$ cat config.mk
export PLATFORM = sky130hd
export DESIGN_NAME = osc_settle_timer
export DESIGN_NICKNAME = d
export VERILOG_FILES = /design/src/rtl/osc_settle_pkg.sv /design/src/rtl/osc_settle_regs.sv /design/src/rtl/osc_settle_downcnt.sv /design/src/rtl/osc_settle_ctrl.sv /design/src/rtl/osc_settle_timer.sv
export SDC_FILE = /design/constraint.sdc
export NUM_CORES = 1
export LEC_CHECK = 0
export ABC_AREA = 1
export BUFFER_PORTS_ARGS = -buffer_cell sky130_fd_sc_hd__buf_4
export CAP_MARGIN = 40
export CORE_MARGIN = 10
export CORE_UTILIZATION = 42
export DETAILED_ROUTE_END_ITERATION = 16
export HOLD_SLACK_MARGIN = 0.02
export PLACE_DENSITY = 0.65
export SLEW_MARGIN = 25
export SYNTH_ARGS = -nofsm -noshare
export SYNTH_HDL_FRONTEND = slang
export SYNTH_SLANG_ARGS = --single-unit
$ cat constraint.sdc
create_clock -name clk -period 4.06 [get_ports clk]
set_input_delay 0.609 -clock clk [delete_from_list [all_inputs] [get_ports clk]]
set_output_delay 0.609 -clock clk [all_outputs]
set_load 0.01 [all_outputs]
$ cat src/rtl/osc_settle_pkg.sv
package osc_settle_pkg;
  localparam int unsigned SET_CNT_W = 8;
  typedef logic [SET_CNT_W-1:0] cnt_t;

  typedef enum logic [1:0] {
    ST_RUN    = 2'd0,
    ST_STOP   = 2'd1,
    ST_SETTLE = 2'd2
  } settle_state_e;

  // One step of a down-counting stage: wrap to its reload value at zero.
  function automatic cnt_t next_down(cnt_t cur, cnt_t reload);
    return (cur == '0) ? reload : cur - cnt_t'(1);
  endfunction
endpackage

$ cat src/rtl/osc_settle_regs.sv
module osc_settle_regs
  import osc_settle_pkg::*;
#(
  parameter int unsigned ADDR_W    = 8,
  parameter int unsigned PRE_ADDR  = 8'h01,
  parameter int unsigned TMR_ADDR  = 8'h02,
  parameter int unsigned MISC_ADDR = 8'h10,
  parameter int unsigned INH_BIT   = 0,
  parameter int unsigned FIX_PRE   = 8'hFF,
  parameter int unsigned FIX_TMR   = 8'h01
) (
  input  logic              clk,
  input  logic              rst_n,
  input  logic              wr_en,
  input  logic [ADDR_W-1:0] wr_addr,
  input  cnt_t              wr_data,
  input  logic              lock,
  input  logic              load_fixed,
  output logic              inhibit,
  output logic              pre_wr,
  output logic              tmr_wr,
  output cnt_t              pre_rld,
  output cnt_t              tmr_rld
);
  localparam cnt_t FIX_P = cnt_t'(FIX_PRE);
  localparam cnt_t FIX_T = cnt_t'(FIX_TMR);

  logic misc_wr;
  assign pre_wr  = wr_en && !lock && (wr_addr == ADDR_W'(PRE_ADDR));
  assign tmr_wr  = wr_en && !lock && (wr_addr == ADDR_W'(TMR_ADDR));
  assign misc_wr = wr_en && (wr_addr == ADDR_W'(MISC_ADDR));

  always_ff @(posedge clk or negedge rst_n) begin
    if (!rst_n) begin
      inhibit <= 1'b0;
      pre_rld <= FIX_P;
      tmr_rld <= FIX_T;
    end else begin
      if (misc_wr) inhibit <= wr_data[INH_BIT];
      if (load_fixed) begin
        pre_rld <= FIX_P;
        tmr_rld <= FIX_T;
      end else begin
        if (pre_wr) pre_rld <= wr_data;
        if (tmr_wr) tmr_rld <= wr_data;
      end
    end
  end
endmodule

$ cat src/rtl/osc_settle_downcnt.sv
module osc_settle_downcnt
  import osc_settle_pkg::*;
#(
  parameter int unsigned RST_VAL = 8'hFF
) (
  input  logic clk,
  input  logic rst_n,
  input  logic load,
  input  cnt_t load_val,
  input  logic step,
  input  cnt_t reload_val,
  output cnt_t cnt,
  output logic is_zero
);
  always_ff @(posedge clk or negedge rst_n) begin
    if (!rst_n)     cnt <= cnt_t'(RST_VAL);
    else if (load)  cnt <= load_val;
    else if (step)  cnt <= next_down(cnt, reload_val);
  end
  assign is_zero = (cnt == '0);
endmodule

$ cat src/rtl/osc_settle_ctrl.sv
module osc_settle_ctrl
  import osc_settle_pkg::*;
(
  input  logic clk,
  input  logic rst_n,
  input  logic stop_req,
  input  logic wake_irq,
  input  logic inhibit,
  input  logic underflow,
  output logic stopped,
  output logic counting,
  output logic load_fixed,
  output logic clk_release
);
  settle_state_e state, state_nx;

  always_comb begin
    state_nx = state;
    unique case (state)
      ST_RUN:    if (stop_req)  state_nx = ST_STOP;
      ST_STOP:   if (wake_irq)  state_nx = ST_SETTLE;
      ST_SETTLE: if (underflow) state_nx = ST_RUN;
      default:                  state_nx = ST_RUN;
    endcase
  end

  always_ff @(posedge clk or negedge rst_n) begin
    if (!rst_n) state <= ST_RUN;
    else        state <= state_nx;
  end

  assign stopped     = (state == ST_STOP);
  assign counting    = (state == ST_SETTLE);
  assign load_fixed  = stopped && wake_irq && !inhibit;
  assign clk_release = (state == ST_RUN);
endmodule

$ cat src/rtl/osc_settle_timer.sv
module osc_settle_timer
  import osc_settle_pkg::*;
#(
  parameter int unsigned ADDR_W    = 8,
  parameter int unsigned PRE_ADDR  = 8'h01,
  parameter int unsigned TMR_ADDR  = 8'h02,
  parameter int unsigned MISC_ADDR = 8'h10,
  parameter int unsigned INH_BIT   = 0,
  parameter int unsigned FIX_PRE   = 8'hFF,
  parameter int unsigned FIX_TMR   = 8'h01
) (
  input  logic              clk,
  input  logic              rst_n,
  input  logic              wr_en,
  input  logic [ADDR_W-1:0] wr_addr,
  input  logic [7:0]        wr_data,
  input  logic              stop_req,
  input  logic              wake_irq,
  output logic              clk_release
);
  localparam int unsigned NSTG = 2;

  logic inhibit, pre_wr, tmr_wr, stopped, counting, load_fixed, underflow;
  cnt_t pre_rld, tmr_rld, pre_cnt, tmr_cnt;

  cnt_t stg_cnt  [NSTG];
  cnt_t stg_rld  [NSTG];
  cnt_t stg_fix  [NSTG];
  logic stg_wr   [NSTG];
  logic stg_zero [NSTG];
  logic stg_step [NSTG];

  osc_settle_regs #(
    .ADDR_W(ADDR_W), .PRE_ADDR(PRE_ADDR), .TMR_ADDR(TMR_ADDR),
    .MISC_ADDR(MISC_ADDR), .INH_BIT(INH_BIT),
    .FIX_PRE(FIX_PRE), .FIX_TMR(FIX_TMR)
  ) u_regs (
    .clk(clk), .rst_n(rst_n), .wr_en(wr_en), .wr_addr(wr_addr),
    .wr_data(wr_data), .lock(counting), .load_fixed(load_fixed),
    .inhibit(inhibit), .pre_wr(pre_wr), .tmr_wr(tmr_wr),
    .pre_rld(pre_rld), .tmr_rld(tmr_rld)
  );

  osc_settle_ctrl u_ctrl (
    .clk(clk), .rst_n(rst_n), .stop_req(stop_req), .wake_irq(wake_irq),
    .inhibit(inhibit), .underflow(underflow), .stopped(stopped),
    .counting(counting), .load_fixed(load_fixed), .clk_release(clk_release)
  );

  // Stage 0 is the prescaler, stage 1 the timer; each steps on the
  // underflow of the stage below it.
  for (genvar i = 0; i < NSTG; i++) begin : g_stage
    localparam int unsigned FIXV = (i == 0) ? FIX_PRE : FIX_TMR;
    assign stg_rld[i] = (i == 0) ? pre_rld : tmr_rld;
    assign stg_wr[i]  = (i == 0) ? pre_wr  : tmr_wr;
    assign stg_fix[i] = cnt_t'(FIXV);
    if (i == 0) begin : g_first
      assign stg_step[i] = counting;
    end else begin : g_next
      assign stg_step[i] = stg_step[i-1] && stg_zero[i-1];
    end
    osc_settle_downcnt #(.RST_VAL(FIXV)) u_cnt (
      .clk(clk), .rst_n(rst_n),
      .load(load_fixed || stg_wr[i]),
      .load_val(load_fixed ? stg_fix[i] : wr_data),
      .step(stg_step[i]), .reload_val(stg_rld[i]),
      .cnt(stg_cnt[i]), .is_zero(stg_zero[i])
    );
  end

  assign underflow = stg_step[NSTG-1] && stg_zero[NSTG-1];
  assign pre_cnt   = stg_cnt[0];
  assign tmr_cnt   = stg_cnt[1];
endmodule

==> flow_summary.yaml, run 1 <==
run_status:
  status: "finished, final reports clean"
cts:
  cts_tree: "yes"
  postCtsResizedCells: 0
  cts_buffer_depth: 2
  cts-root-buf: "clkbuf_8"
  cts_setup_buffers: 0
  clk_pin_slew_ns: 0.07
  htree_levels: 2
  clk_latency_ns: 0.28
  cts_sinks: 35
  cts_hold_buf: 0
  cts-buffers-inserted: 5
floorplan:
  die_y_um: 95.9
  fp-row-count: 27
  initial_core_util_pct: 43.7
  die_w_um: 95.9
  die_area_um2: 9210
  io_pins: 22
  core_um2: 5540
drt:
  route.detailed.drc: 0
  ant_nets: 0
  totalWireLength_um: 5490
  wl_per_cell_um: 12.5
  vias_per_cell: 4.92
  drtIter0Drc: 119
  dr_total_vias: 2170
  drt_first_pass_iters: 4
logic_synthesis:
  synth_compound_area_share_pct: 7.28
  synth_top_area_share_pct: 19.5
  synth_xor_area_share_pct: 0.362
  synth-async-reset-ratio_pct: 100
  yosysUniqueCellTypes: 31
  synth_top_cell_by_area: "dfstp_2"
  synth_edf_count: 0
  synthSimpleGateAreaFrac_pct: 43.5
  synth_fa_ha_area_share_pct: 2.07
  ys_seq_area_share_pct: 37.1
  syn_area_per_cell_um2: 7.00
  synth_top_family_by_area: "simple AND/OR/NAND/NOR gates"
  muxShareOfSynthArea_pct: 0
  ys_seq_elements: 35
  syn-cell-area_um2: 2420
  synth_area_leaders: "dfstp_2 20%, dfrtp_1 18%, nand2_1 16%"
  synth-main-ff-cell: "dfstp_2"
  syn_inst: 346
  synth_commonest_cells: "104 x nand2_1, 54 x nor2_1, 43 x inv_1"
  yosys_warnings: 0
  syn-num-nets: 371
  yosys.cell_count.top_type: "nand2_1"
sta:
  max_slew.worst_pin.slew_ns: 0.452
  finalSetupViolations: 0
  fin_skew_ns: 0.00460
  finalCritPeriodShare_pct: 46.5
  relSlewSlack_pct: 69.9
  slew_violations: 0
  fmax_mhz: 530
  finalCriticalPeriod_ns: 1.89
  hold_slack_ns: 0.264
  hold_viol: 0
  rsz0062_at_grt: "false"
  fin_tns_setup_ns: 0
layout:
  n_antenna_cell: 0
  layout.nets: 393
  area_growth_pct: 11.7
  drive_gt1_share_pct: 20.3
  stdcell_area_um2: 2710
  fill_cells: 575
global_route:
  antenna_found_initial: 0
  first_global_vias: 2071
  gr-usage-all-layers_pct: 12.7
  grt_max_degree: 36
  grt.overflow.total: 0
  grt_pass1_wl_um: 9390
worst_setup_path:
  path_class: "flop to flop"
  crit_path_max_fanout: 11
  worstPathRequired_ns: 4.28
  cp_data_arrival_time_ns: 2.10
  worst_setup_path_start_kind: "flop"
  endpoint_kind: "flop"
power_and_ir_drop:
  leakagePower_nw: 1.48
  power_density_nw_per_um2: 532
  peakVddDrop_mv: 0.208
placement:
  portBuffers: 21
  gp_congestion: 0.861
  dp_hpwl_um: 4230
  dpl_cell_area_um2: 2610
min_path:
  min_path_type: "input port to asynchronous set/reset pin"
job:
  maxCapViolations: 0
==> critical path: stages (launching register included) <==
cell and delay (ns):
dfstp_2 0.37, inv_1 0.16, ha_1 0.18, inv_1 0.04
nor2_2 0.27, nand2_1 0.34, nand3_1 0.19, nand2_1 0.06
nor2_1 0.08, nor2_1 0.05, nor2_1 0.09
==> metal layers <==
metal  vias to the layer above  GRT usage, %  wire length [µm]
met2                        38          19.8              2480
li1                       1131             -                 -
met3                         4          3.58               252
met4                         0          3.93                57
met5                         -             0                 0
met1                       997          16.7              2700
==> state kept, by name (all words and copies together) (netlist names) <==
register,flops
u_regs.inhibit,1
u_regs.pre_rld,8
g_stage.u_cnt.cnt,16
u_ctrl.state,2
u_regs.tmr_rld,8
==> cell families (layout without fill, tap and decap cells) <==
kind of cell             Yosys count  after routing
AND/OR/NAND/NOR                  224            224
adder cells (fa/ha/maj)            4              4
XOR/XNOR                           1              1
flip-flops                        35             35
buffers and inverters             51             74
AO/OA/AOI/OAI                     31             31
==> placed cells by master (no fill, tap or decap), types with 4 or more instances in the layout <==
master    instances
a21oi_1           6
buf_4            21
clkbuf_8          7
dfrtp_1          17
dfstp_2          18
ha_1              4
inv_1            43
nand2_1         104
nand2_2           5
nand3_1          36
nand4_1           4
nor2_1           54
nor2_4            5
o21ai_0          17
==> report_power, final <==
group / internal [mW] / total [mW] / switching, mW
Combinational: 0.212 / 0.567 / 0.355
Clock: 0.155 / 0.279 / 0.124
Sequential: 0.508 / 0.594 / 0.0860
Total: 0.875 / 1.44 / 0.565
==> path summary, 6_finish.rpt <==
kind / start / to / slack, ns / cells after the start
max: g_stage[0].u_cnt.cnt[0] / g_stage[0].u_cnt.cnt[5] / 2.17 / 10
min: rst_n / u_ctrl.state[0] / 0.26 / 1
max reg2reg: g_stage[0].u_cnt.cnt[0] / g_stage[0].u_cnt.cnt[5] / 2.17 / 10
min reg2reg: u_regs.pre_rld[7] / u_regs.pre_rld[7] / 0.47 / 2
max in group asynchronous: rst_n / u_regs.pre_rld[2] / 3.44 / 1
min in group clk: u_regs.pre_rld[7] / u_regs.pre_rld[7] / 0.47 / 2
==> metrics by stage <==
stage          power, mW  std cells  setup WS [ns]  utilization, %
2_1_floorplan       1.03        346           2.40               -
5_1_grt             1.57        441           1.89            48.8
3_3_place_gp        1.15        433           2.14            47.0
3_5_place_dp        1.16        433           2.04            47.0
6_report            1.44        441           2.17            48.8
4_1_cts             1.45        441           2.16            48.8
==> layout make-up <==
class                      count  area (µm²)  share of cell area (%)
timing repair buffer          21         158                    5.83
tap                           72        90.1                    3.33
sequential                    35         898                    33.2
clock buffer                   8         100                    3.70
inverter                      45         171                    6.33
multi-input combinational    260        1290                    47.6
Power figures use the tool's default switching activity.
==> run 2: changes to the inputs <==
--- a/config.mk
+++ b/config.mk
@@ -12,7 +12,7 @@
 export CORE_UTILIZATION = 42
 export DETAILED_ROUTE_END_ITERATION = 16
 export HOLD_SLACK_MARGIN = 0.02
-export PLACE_DENSITY = 0.65
+export PLACE_DENSITY = 0.67
 export SLEW_MARGIN = 25
 export SYNTH_ARGS = -nofsm -noshare
 export SYNTH_HDL_FRONTEND = slang
==> constraint.sdc (replaced) <==
create_clock -name clk -period 1.55 [get_ports clk]
set_input_delay 0.2325 -clock clk [delete_from_list [all_inputs] [get_ports clk]]
set_output_delay 0.2325 -clock clk [all_outputs]
set_load 0.01 [all_outputs]
==> flow_summary.yaml, run 2 (synthesis results as in run 1) <==
cts:
  htree_levels: 2
  cts-root-buf: "clkbuf_8"
  cts_sinks: 35
  cts-buffers-inserted: 5
  clk_latency_ns: 0.29
  cts_tree: "yes"
  cts_buffer_depth: 2
  clk_pin_slew_ns: 0.08
power_and_ir_drop:
  seq_power_share_pct: 34.9
  power_mw: 4.38
  peakVddDrop_mv: 0.647
  p_sw_mw: 1.65
  p_clk_share_pct: 19.9
  switching_share_pct: 37.7
  combPwrFrac_pct: 45.3
  power_density_nw_per_um2: 1420
  leakagePower_nw: 1.67
  internal-power_mw: 2.73
drt:
  drtIter0Drc: 117
  ant_nets: 0
  route.detailed.drc: 0
  wl_per_cell_um: 12.8
  dr_total_vias: 2309
  vias_per_cell: 4.87
  drt_first_pass_iters: 4
  totalWireLength_um: 6050
worst_setup_path:
  endpoint_kind: "flop"
  crit_path_max_fanout: 4
  slowest_stage: "dfrtp_1"
  critPathMaxStageDelay_ns: 0.42
  cp_data_arrival_time_ns: 1.71
  worstPathRequired_ns: 1.73
  cp_common_cell: "nor2_1"
  worst_setup_path_start_kind: "flop"
  ff2ff_setup_slack_ns: 0.02
  crit_buf_inv: 3
  crit_family: "simple AND/OR/NAND/NOR gates"
  path_class: "flop to flop"
  worstPathCellList: "inv_2, ha_2, inv_1, nor2_2, nand2_1, nand2_1, inv_1, nor2_1, nor2_1, nor2_1, nor2_1"
global_route:
  first_global_vias: 2227
  antenna_found_initial: 0
  grt_pass1_wl_um: 9980
  gr-usage-all-layers_pct: 13.5
  grt.overflow.total: 0
  grt_max_degree: 36
layout:
  finish.utilization_pct: 55.7
  fill_cells: 554
  regArea_um2: 900
  largest_register: "g_stage.u_cnt.cnt"
  multiInputGateArea_um2: 1390
  final_common_cell: "nand2_1"
  drive_gt1_share_pct: 32.3
  largest_reg_flops: 16
  layout_common_cells: "99 x nand2_1, 53 x nor2_1, 48 x buf_4"
  n_antenna_cell: 0
  area_growth_pct: 27.3
  largestRegisters: "g_stage.u_cnt.cnt (16), u_regs.pre_rld (8), u_regs.tmr_rld (8)"
  layout.nets: 426
sta:
  hold_slack_ns: 0.137
  fin_skew_ns: 0.00954
  rsz0062_at_grt: "true"
  fmax_mhz: 652
  finalCriticalPeriod_ns: 1.53
  finalCritPeriodShare_pct: 99.0
  relSlewSlack_pct: 69.6
  hold_viol: 0
  finalSetupViolations: 0
  slew_violations: 0
  setup_slack_ns: 0.0152
  max_slew.worst_pin.slew_ns: 0.457
placement:
  dp_hpwl_um: 4480
  pre_cts_ws_ns: -0.104
  gp_congestion: 0.915
  portBuffers: 21
floorplan:
  io_pins: 22
  core_um2: 5540
  die_area_um2: 9210
  fp-row-count: 27
  die_w_um: 95.9
  die_y_um: 95.9
  initial_core_util_pct: 43.7
min_path:
  min_path_type: "input port to flop"
run_status:
  status: "finished, final reports clean"
job:
  maxCapViolations: 0
## run 2: cell types whose count changed in the layout (fill, tap and decap cells not counted), sizes merged
cell         delta
nand2           +1
dlygate4sd3     +1
buf            +31
clkbuf          -2
bufinv          +1
clkinv          +1
## run 2: path summary, 6_finish.rpt
path,from,end,cells past startpoint
max reg2reg,g_stage[1].u_cnt.cnt[1],g_stage[1].u_cnt.cnt[6],11
min,wake_irq,u_ctrl.state[0],2
min reg2reg,u_regs.tmr_rld[0],u_regs.tmr_rld[0],2
max,g_stage[1].u_cnt.cnt[1],g_stage[1].u_cnt.cnt[6],11
min in group asynchronous,rst_n,u_regs.inhibit,2
max in group asynchronous,rst_n,g_stage[1].u_cnt.cnt[0],2
## run 2: repair_timing
| item | 4_1_cts | 5_1_grt |
|---|---|---|
| gates resized for setup | 9 | 26 |
| endpoints found under the setup margin | 16 | 18 |
| pin swaps | 4 | 18 |
| gates cloned | 0 | 1 |
| hold buffers | 1 | 0 |
| endpoints found under the hold margin | 17 | 0 |
| buffers inserted | 0 | 1 |
## run 2: final cells by class
type	instances	area share, %
multi-input cells	261	45.1
flip-flops and latches	35	29.2
repair buffers	53	13.5
inverters	45	5.56
well taps	72	2.92
clock buffers	6	2.68
clock inverters	2	1.14
## run 2: metrics by stage
step	instance area [µm²]	TNS, ns	std cells
after CTS	2980	0	472
after detailed placement	2830	-0.714	463
final	3080	0	474
after global placement	2830	-0.244	463
after global routing	3080	-0.254	474
after floorplan	2420	0	346
## run 2: power groups by stage
stage | combinational [mW] | sequential, mW | clock, mW
after floorplan | 1.18 | 1.51 | 0
after global placement | 1.77 | 1.51 | 0
after detailed placement | 1.79 | 1.52 | 0
after CTS | 1.81 | 1.52 | 0.881
after global routing | 2.23 | 1.57 | 0.920
final | 1.98 | 1.53 | 0.870
## run 2: worst register-to-register path, cell delays in order, from the launching register on
cell and delay, ns:
dfrtp_1 0.42, inv_2 0.10, ha_2 0.21, inv_1 0.06, nor2_2 0.15, nand2_1 0.08, nand2_1 0.08, inv_1 0.05
nor2_1 0.08, nor2_1 0.05, nor2_1 0.10, nor2_1 0.05
## run 2: metal layers
layer  routed length, µm  GRT usage [%]  part of all wire, %  vias to the layer above
li1                    -              -                    -                     1196
met1                2800           17.4                   46                     1047
met2                2850           22.2                   47                       57
met3                 327           3.50                  5.4                        9
met4                  78           3.32                  1.3                        0
met5                   0              0                    0                        -
==> run 3: changes to the inputs <==
--- a/config.mk
+++ b/config.mk
@@ -12,7 +12,6 @@
 export CORE_UTILIZATION = 42
 export DETAILED_ROUTE_END_ITERATION = 16
 export HOLD_SLACK_MARGIN = 0.02
-export PLACE_DENSITY = 0.67
 export SLEW_MARGIN = 25
 export SYNTH_ARGS = -nofsm -noshare
 export SYNTH_HDL_FRONTEND = slang
==> flow_summary.yaml, run 3 (synthesis results as in run 1) <==
sta:
  hold_slack_ns: 0.153
  finalCritPeriodShare_pct: 98.6
  relSlewSlack_pct: 69.6
  fin_skew_ns: 0.00790
  finalCriticalPeriod_ns: 1.53
  rsz0062_at_grt: "true"
  fin_tns_setup_ns: 0
  hold_viol: 0
  slew_violations: 0
  fmax_mhz: 654
  finalSetupViolations: 0
  max_slew.worst_pin.slew_ns: 0.456
layout:
  final_common_cell: "nand2_1"
  drive_gt1_share_pct: 36.0
  n_antenna_cell: 0
  layout.nets: 435
  largestRegisters: "g_stage.u_cnt.cnt (16), u_regs.pre_rld (8), u_regs.tmr_rld (8)"
  stdcell_area_um2: 3210
  layout_common_cells: "96 x nand2_1, 56 x buf_4, 47 x nor2_1"
  area_growth_pct: 32.6
  largest_reg_flops: 16
  fill_cells: 527
  largest_register: "g_stage.u_cnt.cnt"
global_route:
  gr-usage-all-layers_pct: 13.7
  grt_pass1_wl_um: 10100
  antenna_found_initial: 0
  first_global_vias: 2233
  grt.overflow.total: 0
  grt_max_degree: 36
worst_setup_path:
  endpoint_kind: "flop"
  path_class: "flop to flop"
  worst_setup_path_start_kind: "flop"
  worstPathCellList: "inv_2, ha_4, nor3b_4, nand2_2, buf_6, nand3_1, nand2_1, nor2_1, nor2_1, nor2_1"
  worstPathRequired_ns: 1.73
  critPathMaxStageDelay_ns: 0.54
  slowest_stage: "dfstp_2"
  crit_path_max_fanout: 6
  ff2ff_setup_slack_ns: 0.02
  cp_common_cell: "nor2_1"
  cp_data_arrival_time_ns: 1.71
floorplan:
  die_y_um: 95.9
  die_w_um: 95.9
  die_area_um2: 9210
  core_um2: 5540
  initial_core_util_pct: 43.7
  fp-row-count: 27
  io_pins: 22
cts:
  cts_buffer_depth: 2
  clk_latency_ns: 0.28
  cts-buffers-inserted: 5
  cts_sinks: 35
  cts-root-buf: "clkbuf_8"
  cts_tree: "yes"
  htree_levels: 2
  clk_pin_slew_ns: 0.07
job:
  maxCapViolations: 0
drt:
  totalWireLength_um: 5930
  wl_per_cell_um: 12.3
  dr_total_vias: 2300
  drt_first_pass_iters: 4
  route.detailed.drc: 0
  vias_per_cell: 4.76
  ant_nets: 0
  drtIter0Drc: 78
power_and_ir_drop:
  leakagePower_nw: 1.73
  internal-power_mw: 2.67
  p_clk_share_pct: 15.7
  power_density_nw_per_um2: 1350
  seq_power_share_pct: 35.2
  switching_share_pct: 38.4
  peakVddDrop_mv: 0.723
  combPwrFrac_pct: 49.1
  p_sw_mw: 1.66
placement:
  gp_congestion: 0.884
  dp_hpwl_um: 4520
  dpl_cell_area_um2: 2870
  portBuffers: 21
run_status:
  status: "finished, final reports clean"
min_path:
  min_path_type: "input port to flop"
[run 3: metrics by stage]
stage	std cells	utilization [%]	worst slack (ns)	total power, mW
3_5_place_dp	467	51.9	-0.0706	3.33
5_1_grt	483	58.0	-0.0418	4.72
2_1_floorplan	346	-	0.00563	2.69
4_1_cts	479	54.7	0.00391	4.12
6_report	483	58.0	0.0217	4.33
3_3_place_gp	467	51.9	-0.0246	3.32
[run 3: final timing paths]
check	cells after the start	endpoint	from
worst min-delay path	2	u_ctrl.state[0]	wake_irq
max in group asynchronous	2	u_regs.pre_rld[5]	rst_n
worst min register to register	2	u_regs.tmr_rld[0]	u_regs.tmr_rld[0]
worst max-delay path	10	g_stage[1].u_cnt.cnt[3]	g_stage[1].u_cnt.cnt[0]
worst max register to register	10	g_stage[1].u_cnt.cnt[3]	g_stage[1].u_cnt.cnt[0]
min in group asynchronous	2	u_ctrl.state[0]	rst_n
[run 3: final cells by class]
cell class                 instances  area [µm²]  share of cell area [%]
sequential                        35         900                    28.0
clock buffer                       7        86.3                    2.69
tap                               72        90.1                    2.80
multi-input combinational        260        1440                    45.0
clock inverter                     1        5.00                   0.156
timing repair buffer              63         515                    16.0
inverter                          45         171                    5.34
[run 3: repair_timing]
item | 4_1_cts | 5_1_grt
pin swaps | 8 | 13
endpoints found under the hold margin | 17 | 0
setup endpoints to repair | 15 | 16
buffers inserted | 2 | 4
gates cloned | 1 | 0
hold buffers | 1 | 0
gates resized for setup | 12 | 46
[run 3: routing by layer]
layer  track usage [%]  part of all wire (%)  vias to the layer above
li1                  -                     -                     1208
met1              18.1                    49                     1057
met2              21.5                    46                       30
met3              3.42                   4.0                        5
met4              4.30                  0.89                        0
met5                 0                     0                        -
[run 3: worst max-delay path: cells and delay by family (launching register included)]
| kind | cells | cell delay [ns] |
|---|---|---|
| adders and majority gates | 1 | 0.14 |
| and+or+nand+nor | 7 | 0.56 |
| buffers and inverters | 2 | 0.19 |
| DFF | 1 | 0.54 |
[run 3: power groups by stage]
stage               Combinational (mW)  Clock, mW  Sequential, mW
floorplan                         1.18          0            1.51
global placement                  1.81          0            1.51
detailed placement                1.82          0            1.51
CTS                               1.91      0.713            1.50
global route                      2.42      0.743            1.56
finish                            2.13      0.680            1.52
